===== config.mk =====
export PLATFORM = sky130hd
export DESIGN_NAME = dbg_access_gate
export DESIGN_NICKNAME = d
export VERILOG_FILES = /design/src/rtl/dbg_access_gate.sv
export SDC_FILE = /design/constraint.sdc
export NUM_CORES = 1
export LEC_CHECK = 0
export CAP_MARGIN = 20
export CORE_AREA = 2 2 148 150
export CTS_CLUSTER_DIAMETER = 40
export CTS_CLUSTER_SIZE = 12
export DETAILED_ROUTE_END_ITERATION = 12
export DIE_AREA = 0 0 150 152
export HOLD_SLACK_MARGIN = 0.03
export PLACE_DENSITY_LB_ADDON = 0.15
export REMOVE_ABC_BUFFERS = 1
export SLEW_MARGIN = 20
export SYNTH_ARGS = -nofsm -noshare
export SYNTH_HDL_FRONTEND = slang
export SYNTH_SLANG_ARGS = --single-unit

===== constraint.sdc =====
create_clock -name clk -period 1.96 [get_ports clk]
set_input_delay 0.392 -clock clk [delete_from_list [all_inputs] [get_ports clk]]
set_output_delay 0.392 -clock clk [all_outputs]
set_load 0.02 [all_outputs]

===== src/rtl/dbg_access_gate.sv =====
module dbg_access_gate #(
  parameter int NDOM   = 10,
  parameter int CHAL_W = 128,
  parameter int IDW    = 16,
  parameter int TOUT_W = 16
) (
  input  logic              clk,
  input  logic              rst_n,
  input  logic [2*NDOM-1:0] pol_cfg,
  input  logic              id_check_en,
  input  logic [IDW-1:0]    dev_id,
  input  logic [TOUT_W-1:0] timeout_cycles,
  input  logic              start_req,
  output logic              rng_req,
  input  logic              rng_valid,
  input  logic [CHAL_W-1:0] rng_data,
  output logic              chal_valid,
  output logic [CHAL_W-1:0] chal_data,
  output logic [2*NDOM-1:0] chal_policy,
  input  logic              resp_valid,
  output logic              ver_req,
  input  logic              ver_done,
  input  logic              ver_pass,
  input  logic [NDOM-1:0]   ver_mask,
  input  logic [IDW-1:0]    ver_id,
  output logic [NDOM-1:0]   dom_en,
  output logic              auth_ok,
  output logic              err
);
  typedef enum logic [1:0] {S_IDLE, S_RNG, S_WAIT, S_VER} st_t;

  st_t               st;
  logic [TOUT_W-1:0] cnt;
  logic [CHAL_W-1:0] chal_q;
  logic [NDOM-1:0]   grant_q;
  logic              auth_q, err_q;
  logic              verdict_ok;

  assign verdict_ok  = ver_pass && (!id_check_en || ver_id == dev_id);
  assign rng_req     = (st == S_RNG);
  assign chal_valid  = (st == S_WAIT);
  assign ver_req     = (st == S_VER);
  assign chal_data   = chal_q;
  assign chal_policy = pol_cfg;
  assign auth_ok     = auth_q;
  assign err         = err_q;

  always_ff @(posedge clk or negedge rst_n) begin
    if (!rst_n) begin
      st      <= S_IDLE;
      cnt     <= '0;
      chal_q  <= '0;
      grant_q <= '0;
      auth_q  <= 1'b0;
      err_q   <= 1'b0;
    end else begin
      case (st)
        S_IDLE: if (start_req && !auth_q) begin
          st    <= S_RNG;
          err_q <= 1'b0;
        end
        S_RNG: if (rng_valid) begin
          chal_q <= rng_data;
          cnt    <= '0;
          st     <= S_WAIT;
        end
        S_WAIT: begin
          if (cnt >= timeout_cycles) begin
            st    <= S_IDLE;
            err_q <= 1'b1;
          end else if (resp_valid) begin
            st <= S_VER;
          end else begin
            cnt <= cnt + 1'b1;
          end
        end
        S_VER: if (ver_done) begin
          st <= S_IDLE;
          if (verdict_ok) begin
            auth_q  <= 1'b1;
            grant_q <= ver_mask;
          end else begin
            err_q <= 1'b1;
          end
        end
        default: st <= S_IDLE;
      endcase
    end
  end

  for (genvar i = 0; i < NDOM; i++) begin : g_en
    logic [1:0] pol;
    assign pol       = pol_cfg[2*i +: 2];
    assign dom_en[i] = (pol == 2'b11) || (pol == 2'b01 && auth_q && grant_q[i]);
  end
endmodule


==> results.py, run 1 <==
metrics = {
    "power": {
        "pwr-share-clk": 0.196,
        "pwr-share-seq": 0.323,
        "netSwitchingFraction": 0.3908,
        "p_int_uw": 10320,
        "comb_power_share": 0.481,
        "vdd.ir_drop.worst_mv": 0.8535,
        "switching_power_uw": 6622,
        "p_leak_uw": 0.005951,
        "p_per_area_nw_per_um2": 1395,
    },
    "placed_design": {
        "dpl_worst_slack_ns": -0.7709,
        "port_buffers": 376,
        "place_congestion": 0.7798,
        "dp_hpwl_um": 16980,
    },
    "floorplan": {
        "start_util": 0.3303,
        "row_count": 54,
        "die_x_um": 150,
        "die_h_um": 152,
        "dieArea_um2": 22800,
        "core_um2": 21350,
        "io_pins": 377,
    },
    "timing": {
        "fin_ws_ns": -0.2321,
        "rsz0062_at_grt": "yes",
        "relSlewSlack": 0.7187,
        "fin_skew_ns": 0.009571,
        "finalCriticalPeriod_ns": 2.192,
        "hold_viol_final": 0,
        "fmax_mhz": 456.2,
        "slew_viol_final": 0,
        "period_share": 1.118,
        "setup_viol": 19,
        "max_slew.worst_pin.slew_ns": 0.4175,
        "timing.hold.ws_ns": 0.4430,
    },
    "grt": {
        "grt_pass1_vias": 6724,
        "grt_use_met1": 0.2282,
        "grt-busiest-layer": "met2",
        "antenna_found_initial": 0,
        "grt.overflow.total": 0,
        "grt_max_degree": 68,
        "use_met3": 0.08408,
        "grt_pass1_wl_um": 35690,
        "track_usage": 0.2010,
        "met2_usage": 0.3401,
    },
    "finish": {
        "antenna_cells": 0,
        "area_delta_synth_final_pct": 72.27,
        "fill_cells": 1939,
        "drive_gt1_frac": 0.09900,
        "final_cell_mix": "400 x nand2_1, 321 x clkdlybuf4s50_1, 157 x dfrtp_1, 38 x buf_4, 32 x dlygate4sd2_1",
        "final_common_cell": "nand2_1",
        "final_nets": 1421,
    },
    "synth": {
        "ys_ff_latch": 158,
        "seq_area_frac_synth": 0.5607,
        "synth_cells": 796,
        "async_reset_ff_frac": 1.000,
        "synth.area.mux_share": 0.02307,
        "synthSimpleGateAreaFrac": 0.2686,
        "synth_adder_area_share": 0.03016,
        "yosysUniqueCellTypes": 40,
        "synth_top_family_by_area": "simple AND/OR/NAND/NOR gates",
        "synthFlopType": "dfrtp_1",
        "synth_area_per_cell_um2": 8.859,
        "synthXorXnorAreaFrac": 0.01987,
        "synth_edf_count": 0,
        "ys_warn_count": 0,
        "synth_compound_area_frac": 0.04471,
        "syn_area_um2": 7052,
    },
    "clock_network": {
        "cts-root-buf": "clkbuf_16",
        "cts_tree": "yes",
        "cts.clk_slew.worst_paths_ns": 0.07,
        "clkSinkCount": 158,
        "clk_latency_ns": 0.43,
        "cts_buffers": 17,
        "cts.path.max_buffers": 2,
        "cts_max_level": 4,
    },
    "routing": {
        "antenna_left": 0,
        "firstDrtPassIters": 6,
        "avgViaCountPerCell": 4.458,
        "drt_iter0_markers": 283,
        "wl_per_cell_um": 15.35,
        "route.detailed.drc": 0,
        "routed_wl_um": 22750,
        "via_count": 6607,
    },
    "status": {
        "violations": "setup timing",
        "status": "complete, but fails checks",
    },
    "setup_path": {
        "cp.required_ns": 2.31,
        "cp_max_fo": 7,
        "worstSetupPathType": "register to register",
        "cp-end-kind": "register",
        "cp.arrival_ns": 2.54,
        "start_kind": "register",
    },
    "min_path": {
        "worstHoldPathType": "input pin to asynchronous set/reset pin",
    },
    "run": {
        "drv_cap": 0,
    },
}
worst paths after layout:
kind                               start              to  slack, ns  depth (start not counted)
max                               cnt[0]         cnt[10]      -0.23                          8
min reg2reg                chal_data[38]   chal_data[38]       0.47                          2
max in group asynchronous          rst_n   chal_data[17]       0.88                          3
min in group clk           chal_data[38]   chal_data[38]       0.47                          2
min                                rst_n  chal_data[127]       0.44                          2
max reg2reg                       cnt[0]         cnt[10]      -0.23                          8
area by class of cell:
class | count | area [um^2] | area share
multi-input combinational | 562 | 2869 | 0.2362
inverter | 22 | 82.58 | 0.006798
clock buffer | 18 | 439.2 | 0.03615
tap | 280 | 350.3 | 0.02884
sequential | 158 | 3955 | 0.3256
timing repair buffer | 429 | 4308 | 0.3546
clock inverter | 13 | 143.9 | 0.01184
cells by family (layout without fill, tap and decap cells):
| logic type | Yosys count | after routing |
|---|---|---|
| xor gates and xnor gates | 16 | 16 |
| DFF | 158 | 158 |
| and+or+nand+nor | 464 | 464 |
| buffers and inverters | 76 | 482 |
| muxes | 15 | 15 |
| AOI/OAI and AO/OA | 50 | 50 |
| adders and majority gates | 17 | 17 |
power groups by stage:
stage,sequential [uW],clock (uW),combinational (uW)
finish,5470,3320,8160
global route,5650,3550,8870
CTS,5490,3420,8220
detailed placement,5510,0,8240
global placement,5480,0,8180
floorplan,7030,0,2270
flip-flops by register name (all words and copies together), names as in the netlist:
name	count
cnt	16
grant_q	10
err	1
auth_ok	1
st	2
chal_data	128
repair_timing:
| action | in CTS | in global routing |
|---|---|---|
| gates resized for setup | 55 | 36 |
| setup endpoints to repair | 46 | 38 |
| buffers inserted | 1 | 3 |
| hold buffers | 1 | 0 |
| gates cloned | 1 | 0 |
| hold endpoints to repair | 34 | 0 |
| pin swaps | 21 | 13 |
per-stage QoR:
step                utilization  instance area [um^2]  cells  TNS, ns  power [uW]
floorplan                     -                  6761    742  -213.32        9292
global placement         0.5335                 11390   1445   -19.73       13670
detailed placement       0.5335                 11390   1445   -20.28       13750
CTS                      0.5646                 12050   1479   -3.694       17130
global route             0.5690                 12150   1482   -5.516       18070
finish                   0.5690                 12150   1482   -3.332       16940
critical path, stage by stage (launching register included):
cell and delay, ns:
dfrtp_1 0.39, inv_1 0.06, ha_1 0.27, nand2b_4 0.15, a2111oi_4 0.27, or4b_4 0.19
nand3_4 0.12, or4_1 0.54, a21oi_1 0.13
Yosys cell counts (5+ instances only):
master | instances | area, um^2
a21oi_1 | 23 | 115.1
and3_1 | 5 | 31.28
buf_4 | 21 | 157.7
clkbuf_1 | 30 | 112.6
dfrtp_1 | 158 | 3954
ha_1 | 17 | 212.7
inv_1 | 21 | 78.83
mux2_1 | 10 | 112.6
mux2i_1 | 5 | 50.05
nand2_1 | 402 | 1509
nand3_1 | 7 | 35.03
nand4_1 | 8 | 50.05
nor2_1 | 10 | 37.54
nor2b_1 | 11 | 68.82
o21ai_0 | 8 | 40.04
o31ai_1 | 6 | 45.04
or3_1 | 5 | 31.28
xnor2_1 | 16 | 140.1
metal layers:
layer | wire length [um] | share of wire
met1 | 8646 | 0.38
met2 | 11170 | 0.49
met3 | 2443 | 0.11
met4 | 485 | 0.021
met5 | 0 | 0
(Power assumes the default switching activity.)
==> run 2, diff against run 1 <==
--- a/config.mk
+++ b/config.mk
@@ -18,3 +18,4 @@
 export SYNTH_ARGS = -nofsm -noshare
 export SYNTH_HDL_FRONTEND = slang
 export SYNTH_SLANG_ARGS = --single-unit
+export TNS_END_PERCENT = 100
==> results of run 2 <==
Final layout, timing and power as in run 1 (identical DEF).
